**src/rtl/i2cm_pkg.sv**
```systemverilog
package i2cm_pkg;
    localparam logic [7:0] OFS_MON = 8'h80;
    localparam logic [7:0] OFS_BUF = 8'h88;
    localparam logic [7:0] OFS_CTL = 8'h90;
    localparam logic [7:0] OFS_STS = 8'h98;
    localparam logic [7:0] OFS_OWN = 8'hA0;

    localparam int C_START = 0;
    localparam int C_STOP  = 1;
    localparam int C_NACK  = 2;
    localparam int C_XFER  = 3;
    localparam int C_ABORT = 4;
    localparam int C_EN    = 6;
    localparam int C_TEIE  = 8;
    localparam int C_RFIE  = 9;
    localparam int C_BEIE  = 10;

    localparam int S_RW   = 0;
    localparam int S_ACK  = 1;
    localparam int S_BUSY = 2;
    localparam int S_TE   = 6;
    localparam int S_RF   = 7;
    localparam int S_SLV  = 9;
    localparam int S_BE   = 10;

    localparam logic [15:0] CTL_KEEP = 16'hFFF7;
    localparam logic [15:0] STS_W1C  = 16'h07F0;

    typedef enum logic [3:0] {
        E_IDLE, E_RS_HI, E_START, E_BIT_LO, E_BIT_HI,
        E_ACK_LO, E_ACK_HI, E_STOP_LO, E_STOP_HI, E_STOP_END
    } eng_state_t;

    typedef struct packed {
        logic       start;
        logic       stop;
        logic       rx;
        logic       nack;
        logic [7:0] tx_byte;
    } byte_cmd_t;
endpackage

```
**src/rtl/i2cm_tick.sv**
```systemverilog
module i2cm_tick #(
    parameter int unsigned HALF_PERIOD = 625
) (
    input  logic clk,
    input  logic rst_n,
    input  logic run,
    output logic tick
);
    localparam int unsigned CW = (HALF_PERIOD > 1) ? $clog2(HALF_PERIOD) : 1;
    localparam logic [CW-1:0] LAST = CW'(HALF_PERIOD - 1);

    logic [CW-1:0] cnt_q;

    always_ff @(posedge clk or negedge rst_n) begin
        if (!rst_n) begin
            cnt_q <= '0;
        end else if (!run || cnt_q == LAST) begin
            cnt_q <= '0;
        end else begin
            cnt_q <= cnt_q + 1'b1;
        end
    end

    assign tick = run && (cnt_q == LAST);
endmodule

```
**src/rtl/i2cm_engine.sv**
```systemverilog
module i2cm_engine
    import i2cm_pkg::*;
#(
    parameter int unsigned HALF_PERIOD = 625
) (
    input  logic       clk,
    input  logic       rst_n,
    input  logic       go,
    input  byte_cmd_t  cmd,
    input  logic       abort,
    input  logic       sda_i,
    output logic       scl_low,
    output logic       sda_low,
    output logic       active,
    output logic       held,
    output logic       done,
    output logic       ack_ok,
    output logic [7:0] rx_data
);
    localparam int unsigned NBITS = 8;
    localparam logic [2:0] TOPBIT = 3'(NBITS - 1);

    eng_state_t state_q, state_nx;
    byte_cmd_t  cmd_q;
    logic [7:0] shreg_q;
    logic [2:0] bitcnt_q;
    logic       from_cmd_q;
    logic       sda_nx;
    logic       tick;

    i2cm_tick #(.HALF_PERIOD(HALF_PERIOD)) u_tick (
        .clk  (clk),
        .rst_n(rst_n),
        .run  (state_q != E_IDLE),
        .tick (tick)
    );

    always_comb begin
        state_nx = state_q;
        unique case (state_q)
            E_IDLE: begin
                if (go) begin
                    if (cmd.start) state_nx = held ? E_RS_HI : E_START;
                    else           state_nx = E_BIT_LO;
                end else if (abort && held) begin
                    state_nx = E_STOP_LO;
                end
            end
            E_RS_HI:    if (tick) state_nx = E_START;
            E_START:    if (tick) state_nx = E_BIT_LO;
            E_BIT_LO:   if (tick) state_nx = E_BIT_HI;
            E_BIT_HI:   if (tick) state_nx = (bitcnt_q == 3'd0) ? E_ACK_LO : E_BIT_LO;
            E_ACK_LO:   if (tick) state_nx = E_ACK_HI;
            E_ACK_HI:   if (tick) state_nx = cmd_q.stop ? E_STOP_LO : E_IDLE;
            E_STOP_LO:  if (tick) state_nx = E_STOP_HI;
            E_STOP_HI:  if (tick) state_nx = E_STOP_END;
            E_STOP_END: if (tick) state_nx = E_IDLE;
            default:    state_nx = E_IDLE;
        endcase
    end

    always_ff @(posedge clk or negedge rst_n) begin
        if (!rst_n) begin
            state_q    <= E_IDLE;
            cmd_q      <= '0;
            shreg_q    <= '0;
            bitcnt_q   <= '0;
            from_cmd_q <= 1'b0;
            held       <= 1'b0;
            done       <= 1'b0;
            ack_ok     <= 1'b0;
            sda_low    <= 1'b0;
        end else begin
            state_q <= state_nx;
            sda_low <= sda_nx;
            done    <= 1'b0;
            unique case (state_q)
                E_IDLE: begin
                    if (go) begin
                        cmd_q      <= cmd;
                        shreg_q    <= cmd.tx_byte;
                        bitcnt_q   <= TOPBIT;
                        from_cmd_q <= 1'b1;
                        if (cmd.start) held <= 1'b1;
                    end else if (abort && held) begin
                        from_cmd_q <= 1'b0;
                    end
                end
                E_BIT_HI: begin
                    if (tick) begin
                        shreg_q <= {shreg_q[6:0], sda_i};
                        if (bitcnt_q != 3'd0) bitcnt_q <= bitcnt_q - 1'b1;
                    end
                end
                E_ACK_HI: begin
                    if (tick) begin
                        ack_ok <= cmd_q.rx | ~sda_i;
                        if (!cmd_q.stop) done <= 1'b1;
                    end
                end
                E_STOP_END: begin
                    if (tick) begin
                        held <= 1'b0;
                        done <= from_cmd_q;
                    end
                end
                default: ;
            endcase
        end
    end

    always_comb begin
        scl_low = 1'b0;
        sda_nx  = 1'b0;
        unique case (state_q)
            E_IDLE:     scl_low = held;
            E_RS_HI:    scl_low = 1'b0;
            E_START:    sda_nx  = 1'b1;
            E_BIT_LO: begin
                scl_low = 1'b1;
                sda_nx  = !cmd_q.rx && !shreg_q[7];
            end
            E_BIT_HI:   sda_nx  = !cmd_q.rx && !shreg_q[7];
            E_ACK_LO: begin
                scl_low = 1'b1;
                sda_nx  = cmd_q.rx && !cmd_q.nack;
            end
            E_ACK_HI:   sda_nx  = cmd_q.rx && !cmd_q.nack;
            E_STOP_LO: begin
                scl_low = 1'b1;
                sda_nx  = 1'b1;
            end
            E_STOP_HI:  sda_nx  = 1'b1;
            E_STOP_END: sda_nx  = 1'b0;
            default: ;
        endcase
    end

    assign active  = (state_q != E_IDLE);
    assign rx_data = shreg_q;
endmodule

```
**src/rtl/i2cm_regs.sv**
```systemverilog
module i2cm_regs
    import i2cm_pkg::*;
(
    input  logic        clk,
    input  logic        rst_n,
    input  logic        reg_wr,
    input  logic [7:0]  reg_addr,
    input  logic [15:0] reg_wdata,
    output logic [15:0] reg_rdata,
    output logic        irq_o,
    input  logic        scl_i,
    input  logic        sda_i,
    input  logic        eng_active,
    input  logic        eng_held,
    input  logic        eng_done,
    input  logic        eng_ack_ok,
    input  logic [7:0]  eng_rx,
    output logic        eng_go,
    output logic        eng_abort,
    output byte_cmd_t   eng_cmd
);
    logic [15:0] ctl_q, sts_q, sts_nx;
    logic [7:0]  dbuf_q;
    logic [6:0]  own_q;
    logic        rcv_q;
    logic        ctl_wr, sts_wr;

    assign ctl_wr    = reg_wr && (reg_addr == OFS_CTL) && !eng_active;
    assign sts_wr    = reg_wr && (reg_addr == OFS_STS);
    assign eng_go    = ctl_wr && reg_wdata[C_XFER] && reg_wdata[C_EN];
    assign eng_abort = ctl_wr && !reg_wdata[C_XFER] && reg_wdata[C_EN] && reg_wdata[C_ABORT];

    always_comb begin
        eng_cmd.start   = reg_wdata[C_START];
        eng_cmd.stop    = reg_wdata[C_STOP];
        eng_cmd.nack    = reg_wdata[C_NACK];
        eng_cmd.rx      = !reg_wdata[C_START] && sts_q[S_RW];
        eng_cmd.tx_byte = dbuf_q;
    end

    always_comb begin
        sts_nx = sts_q;
        if (sts_wr) sts_nx = sts_nx & ~(reg_wdata & STS_W1C);
        if (eng_go && reg_wdata[C_START]) sts_nx[S_RW] = dbuf_q[0];
        if (eng_done) begin
            if (eng_ack_ok) begin
                if (rcv_q) sts_nx[S_RF] = 1'b1;
                else       sts_nx[S_TE] = 1'b1;
                sts_nx[S_ACK] = 1'b0;
            end else begin
                sts_nx[S_TE]  = 1'b1;
                sts_nx[S_BE]  = 1'b1;
                sts_nx[S_ACK] = 1'b1;
            end
        end
    end

    always_ff @(posedge clk or negedge rst_n) begin
        if (!rst_n) begin
            ctl_q  <= '0;
            sts_q  <= '0;
            dbuf_q <= '0;
            own_q  <= '0;
            rcv_q  <= 1'b0;
        end else begin
            sts_q <= sts_nx;
            if (ctl_wr) ctl_q <= reg_wdata & CTL_KEEP;
            if (eng_go) rcv_q <= eng_cmd.rx;
            if (reg_wr && reg_addr == OFS_OWN) own_q <= reg_wdata[6:0];
            if (reg_wr && reg_addr == OFS_BUF) dbuf_q <= reg_wdata[7:0];
            if (eng_done && eng_ack_ok && rcv_q) dbuf_q <= eng_rx;
        end
    end

    always_comb begin
        unique case (reg_addr)
            OFS_MON: reg_rdata = {14'd0, scl_i, sda_i};
            OFS_BUF: reg_rdata = {8'd0, dbuf_q};
            OFS_CTL: reg_rdata = ctl_q;
            OFS_STS: reg_rdata = sts_q | {13'd0, eng_held, 2'd0};
            OFS_OWN: reg_rdata = {9'd0, own_q};
            default: reg_rdata = 16'd0;
        endcase
    end

    assign irq_o = (sts_q[S_BE] && ctl_q[C_BEIE]) ||
                   (sts_q[S_RF] && ctl_q[C_RFIE]) ||
                   (sts_q[S_TE] && ctl_q[C_TEIE]) ||
                   sts_q[S_SLV];
endmodule

```
**src/rtl/i2c_byte_master.sv**
```systemverilog
module i2c_byte_master
    import i2cm_pkg::*;
#(
    parameter int unsigned HALF_PERIOD = 625
) (
    input  logic        clk,
    input  logic        rst_n,
    input  logic        reg_wr,
    input  logic [7:0]  reg_addr,
    input  logic [15:0] reg_wdata,
    output logic [15:0] reg_rdata,
    output logic        irq_o,
    input  logic        scl_i,
    input  logic        sda_i,
    output logic        scl_oe,
    output logic        sda_oe
);
    logic       eng_go, eng_abort, eng_active, eng_held, eng_done, eng_ack_ok;
    logic [7:0] eng_rx;
    byte_cmd_t  eng_cmd;

    i2cm_regs u_regs (
        .clk       (clk),
        .rst_n     (rst_n),
        .reg_wr    (reg_wr),
        .reg_addr  (reg_addr),
        .reg_wdata (reg_wdata),
        .reg_rdata (reg_rdata),
        .irq_o     (irq_o),
        .scl_i     (scl_i),
        .sda_i     (sda_i),
        .eng_active(eng_active),
        .eng_held  (eng_held),
        .eng_done  (eng_done),
        .eng_ack_ok(eng_ack_ok),
        .eng_rx    (eng_rx),
        .eng_go    (eng_go),
        .eng_abort (eng_abort),
        .eng_cmd   (eng_cmd)
    );

    i2cm_engine #(.HALF_PERIOD(HALF_PERIOD)) u_engine (
        .clk    (clk),
        .rst_n  (rst_n),
        .go     (eng_go),
        .cmd    (eng_cmd),
        .abort  (eng_abort),
        .sda_i  (sda_i),
        .scl_low(scl_oe),
        .sda_low(sda_oe),
        .active (eng_active),
        .held   (eng_held),
        .done   (eng_done),
        .ack_ok (eng_ack_ok),
        .rx_data(eng_rx)
    );
endmodule

```
**config.mk**
```make
export PLATFORM = sky130hd
export DESIGN_NAME = i2c_byte_master
export DESIGN_NICKNAME = d
export VERILOG_FILES = /design/src/rtl/i2cm_pkg.sv /design/src/rtl/i2cm_tick.sv /design/src/rtl/i2cm_engine.sv /design/src/rtl/i2cm_regs.sv /design/src/rtl/i2c_byte_master.sv
export SDC_FILE = /design/constraint.sdc
export NUM_CORES = 1
export LEC_CHECK = 0
export ABC_AREA = 1
export BUFFER_PORTS_ARGS = -buffer_cell sky130_fd_sc_hd__buf_4
export CORE_ASPECT_RATIO = 0.6
export CORE_UTILIZATION = 25
export CTS_CLUSTER_SIZE = 8
export DETAILED_ROUTE_END_ITERATION = 10
export SLEW_MARGIN = 40
export SYNTH_ARGS = -nofsm -noshare
export SYNTH_HDL_FRONTEND = slang
export SYNTH_SLANG_ARGS = --single-unit
```
**constraint.sdc**
```tcl
create_clock -name clk -period 1.9 [get_ports clk]
set_input_delay 0.19 -clock clk [delete_from_list [all_inputs] [get_ports clk]]
set_output_delay 0.19 -clock clk [all_outputs]
set_load 0.05 [all_outputs]
```
==> metrics.yaml <==
status:
  status: "finished clean"
clock_tree:
  cts.path.max_buffers: 2
  clk_pin_slew_ns: 0.05
  cts_max_level: 3
  cts_buffers: 9
  insertion_delay_ns: 0.33
  cts_tree: "built"
  clock-root-buffer: "clkbuf_16"
  cts_sinks: 73
  post_cts_buffers: 0
routing:
  dr_total_vias: 3350
  avgRoutedWirePerCell_um: 13.4
  totalWireLength_um: 9930
  ant_nets: 0
  first_pass_iters: 5
  vias_per_cell: 4.51
  route.detailed.drc: 0
  drt_iter0_markers: 309
synthesis:
  synth_area_um2: 3750
  ys_async_sr_fraction_pct: 100
  yosysTopAreaCellShare_pct: 48.7
  synth_edf_count: 0
  yosys_warnings: 0
  yosysSeqAreaShare_pct: 48.7
  synth_ff_type: "dfrtp_1"
  synth_area_leaders: "dfrtp_1 (49%), nand2_1 (14%), inv_1 (6.6%), o21ai_0 (6.3%), nor2_1 (3.4%)"
  ys_types: 33
  syn_avg_cell_area_um2: 7.78
  synth.most_common_cell: "nand2_1"
  synth_fp_nets: 515
  synthCells: 482
  synthTopCellsByCount: "nand2_1 (136), dfrtp_1 (73), inv_1 (66), o21ai_0 (47), nor2_1 (34)"
  synth-seq-cells: 73
  synth_top_area_cell: "dfrtp_1"
global_routing:
  antenna_found_initial: 0
  grt_pass1_vias: 3103
  grt_max_degree: 45
  grt_pass1_wl_um: 16200
  grt_overflow: 0
  grtUsageTotal_pct: 13.3
timing:
  skew_ns: 0.00396
  fin_crit_ns: 1.79
  layout_setup_ws_ns: 0.110
  holdWs_ns: 0.0441
  setup_viol: 0
  maxSlewHeadroom_pct: 71.3
  maxSlewViolCount: 0
  max_clock_freq_mhz: 559
  rsz0062_at_grt: "false"
  finalCritPeriodShare_pct: 94.2
  finalSetupTns_ns: 0
  worstMarginPinSlew_ns: 0.430
  report.final.hold_viol_count: 0
critical_path:
  criticalPathCategory: "flop to output pin"
  critical_path_arrival_ns: 1.60
  r2r_cells: 9
  cp_max_fo: 6
  path_buf_inv: 2
  worst-path-stages: 5
  cp-start-kind: "flop"
  cp-end-kind: "output pin"
  slowest_stage: "dfrtp_1"
  cp_cell_sequence: "nor2_4 > nand2_4 > buf_4 > o221ai_2 > buf_6"
  crit_required_ns: 1.71
  cpPeakStageDelay_ns: 0.44
  cp_top_family: "flip-flops"
floorplan:
  core_um2: 14500
  die_area_um2: 15500
  initial_core_util_pct: 25.8
  die_width_um: 160
  io_pins: 48
  rows: 34
  dieHeight_um: 96.9
final_layout:
  final_cells: 742
  diodes: 0
  layout.nets: 573
  drive_gt1_share_pct: 17.1
  syn_to_final_growth_pct: 24.5
placed_design:
  post-dp-hpwl_um: 7670
  gp_congestion: 0.894
  dp.cells: 726
  numPortBuffers: 47
  pre_cts_ws_ns: 0.189
power:
  p_leak_nw: 2.37
  powerDensity_nw_per_um2: 1130
  ir_drop_mv: 0.486
worst_hold_path:
  worstHoldPathCells: 2
  hold_class: "input pin to flop"
job:
  drv_cap: 0
per-layer routing:
layer  up-vias  global-route usage, %  wire (um)
met5         -                      0          0
met4         0                   3.15         70
met3        10                   3.60        746
met2       109                   17.4       3820
met1      1567                   21.0       5290
li1       1664                      -          -
worst reg2reg max path: cells and delay by family (launching register included):
family / cells / cell delay, ns
buffers and inverters: 1 / 0.19
flip-flops: 1 / 0.44
AO/OA/AOI/OAI: 1 / 0.04
AND/OR/NAND/NOR: 7 / 0.89
cell usage in the layout (no fill, tap or decap), types with 2 or more instances in the layout:
cell type | Yosys | layout
a21oi_1 | 15 | 15
buf_4 | 2 | 53
clkbuf_1 | 3 | 3
clkbuf_16 | 0 | 9
clkinv_2 | 1 | 2
dfrtp_1 | 73 | 72
ha_1 | 4 | 4
inv_1 | 66 | 66
inv_2 | 5 | 5
nand2_1 | 136 | 136
nand2_2 | 5 | 5
nand2_4 | 2 | 2
nand3_1 | 17 | 17
nand3_2 | 2 | 2
nand4_1 | 5 | 5
nor2_1 | 34 | 34
nor2_2 | 2 | 2
nor2_4 | 4 | 4
nor3_1 | 11 | 11
nor3b_1 | 3 | 3
o2111ai_1 | 4 | 4
o211ai_1 | 8 | 8
o21a_1 | 3 | 3
o21ai_0 | 47 | 47
o21ai_1 | 18 | 18
final timing paths:
path                       slack, ns              endpoint                start
max                             0.11                scl_oe  u_engine.state_q[1]
min                             0.04       u_regs.sts_q[8]         reg_wdata[8]
min reg2reg                     0.49       u_regs.own_q[5]      u_regs.own_q[5]
min in group asynchronous       0.35  u_engine.bitcnt_q[0]                rst_n
max in group asynchronous       0.96       u_regs.ctl_q[9]                rst_n
max reg2reg                     0.24   u_engine.rx_data[6]  u_engine.state_q[1]
metrics by stage:
stage          util [%]  power, mW  instance area (um^2)
6_report           32.1       5.29                  4670
5_1_grt            32.1       5.67                  4670
4_1_cts            32.1       5.33                  4670
3_5_place_dp       30.0       3.68                  4370
3_3_place_gp       30.0       3.64                  4370
2_1_floorplan         -       3.19                  3750
area by class of cell:
cell class	count	area, um^2
fill	1566	9880
multi-input combinational	328	1610
tap	198	248
clock buffer	12	236
timing repair buffer	56	439
inverter	72	272
sequential	73	1830
clock inverter	3	42.5
state kept, by name (all words and copies together), names as in the netlist, 3 cells and up:
name	flops
u_regs.ctl_q	15
u_engine.state_q	4
u_engine.cmd_q	3
u_engine.bitcnt_q	3
u_regs.dbuf_q	8
u_engine.rx_data	8
u_engine.u_tick.cnt_q	10
u_regs.own_q	7
u_regs.sts_q	9
where the power goes:
part	leakage [nW]	internal [mW]	switching, mW
sequential	0.913	1.81	0.204
clock	0.133	1.01	0.607
combinational	1.32	0.576	1.09
total	2.37	3.39	1.90
repair_timing:
action / CTS / global route
hold buffers: 1 / 0
pin swaps: 0 / 1
endpoints found under the setup margin: 1 / 1
gates resized for setup: 1 / 2
hold endpoints to repair: 29 / 0
cell families (layout without fill, tap and decap cells):
logic type | count (synthesis) | after routing | share of synthesized area (%)
AND/OR/NAND/NOR | 223 | 223 | 26.1
XOR/XNOR | 1 | 1 | 0.234
adder cells (fa/ha/maj) | 4 | 4 | 1.33
flip-flops | 73 | 73 | 48.7
AO/OA/AOI/OAI | 100 | 100 | 15.0
buffers and inverters | 81 | 143 | 8.64
Power figures use the tool's default switching activity.
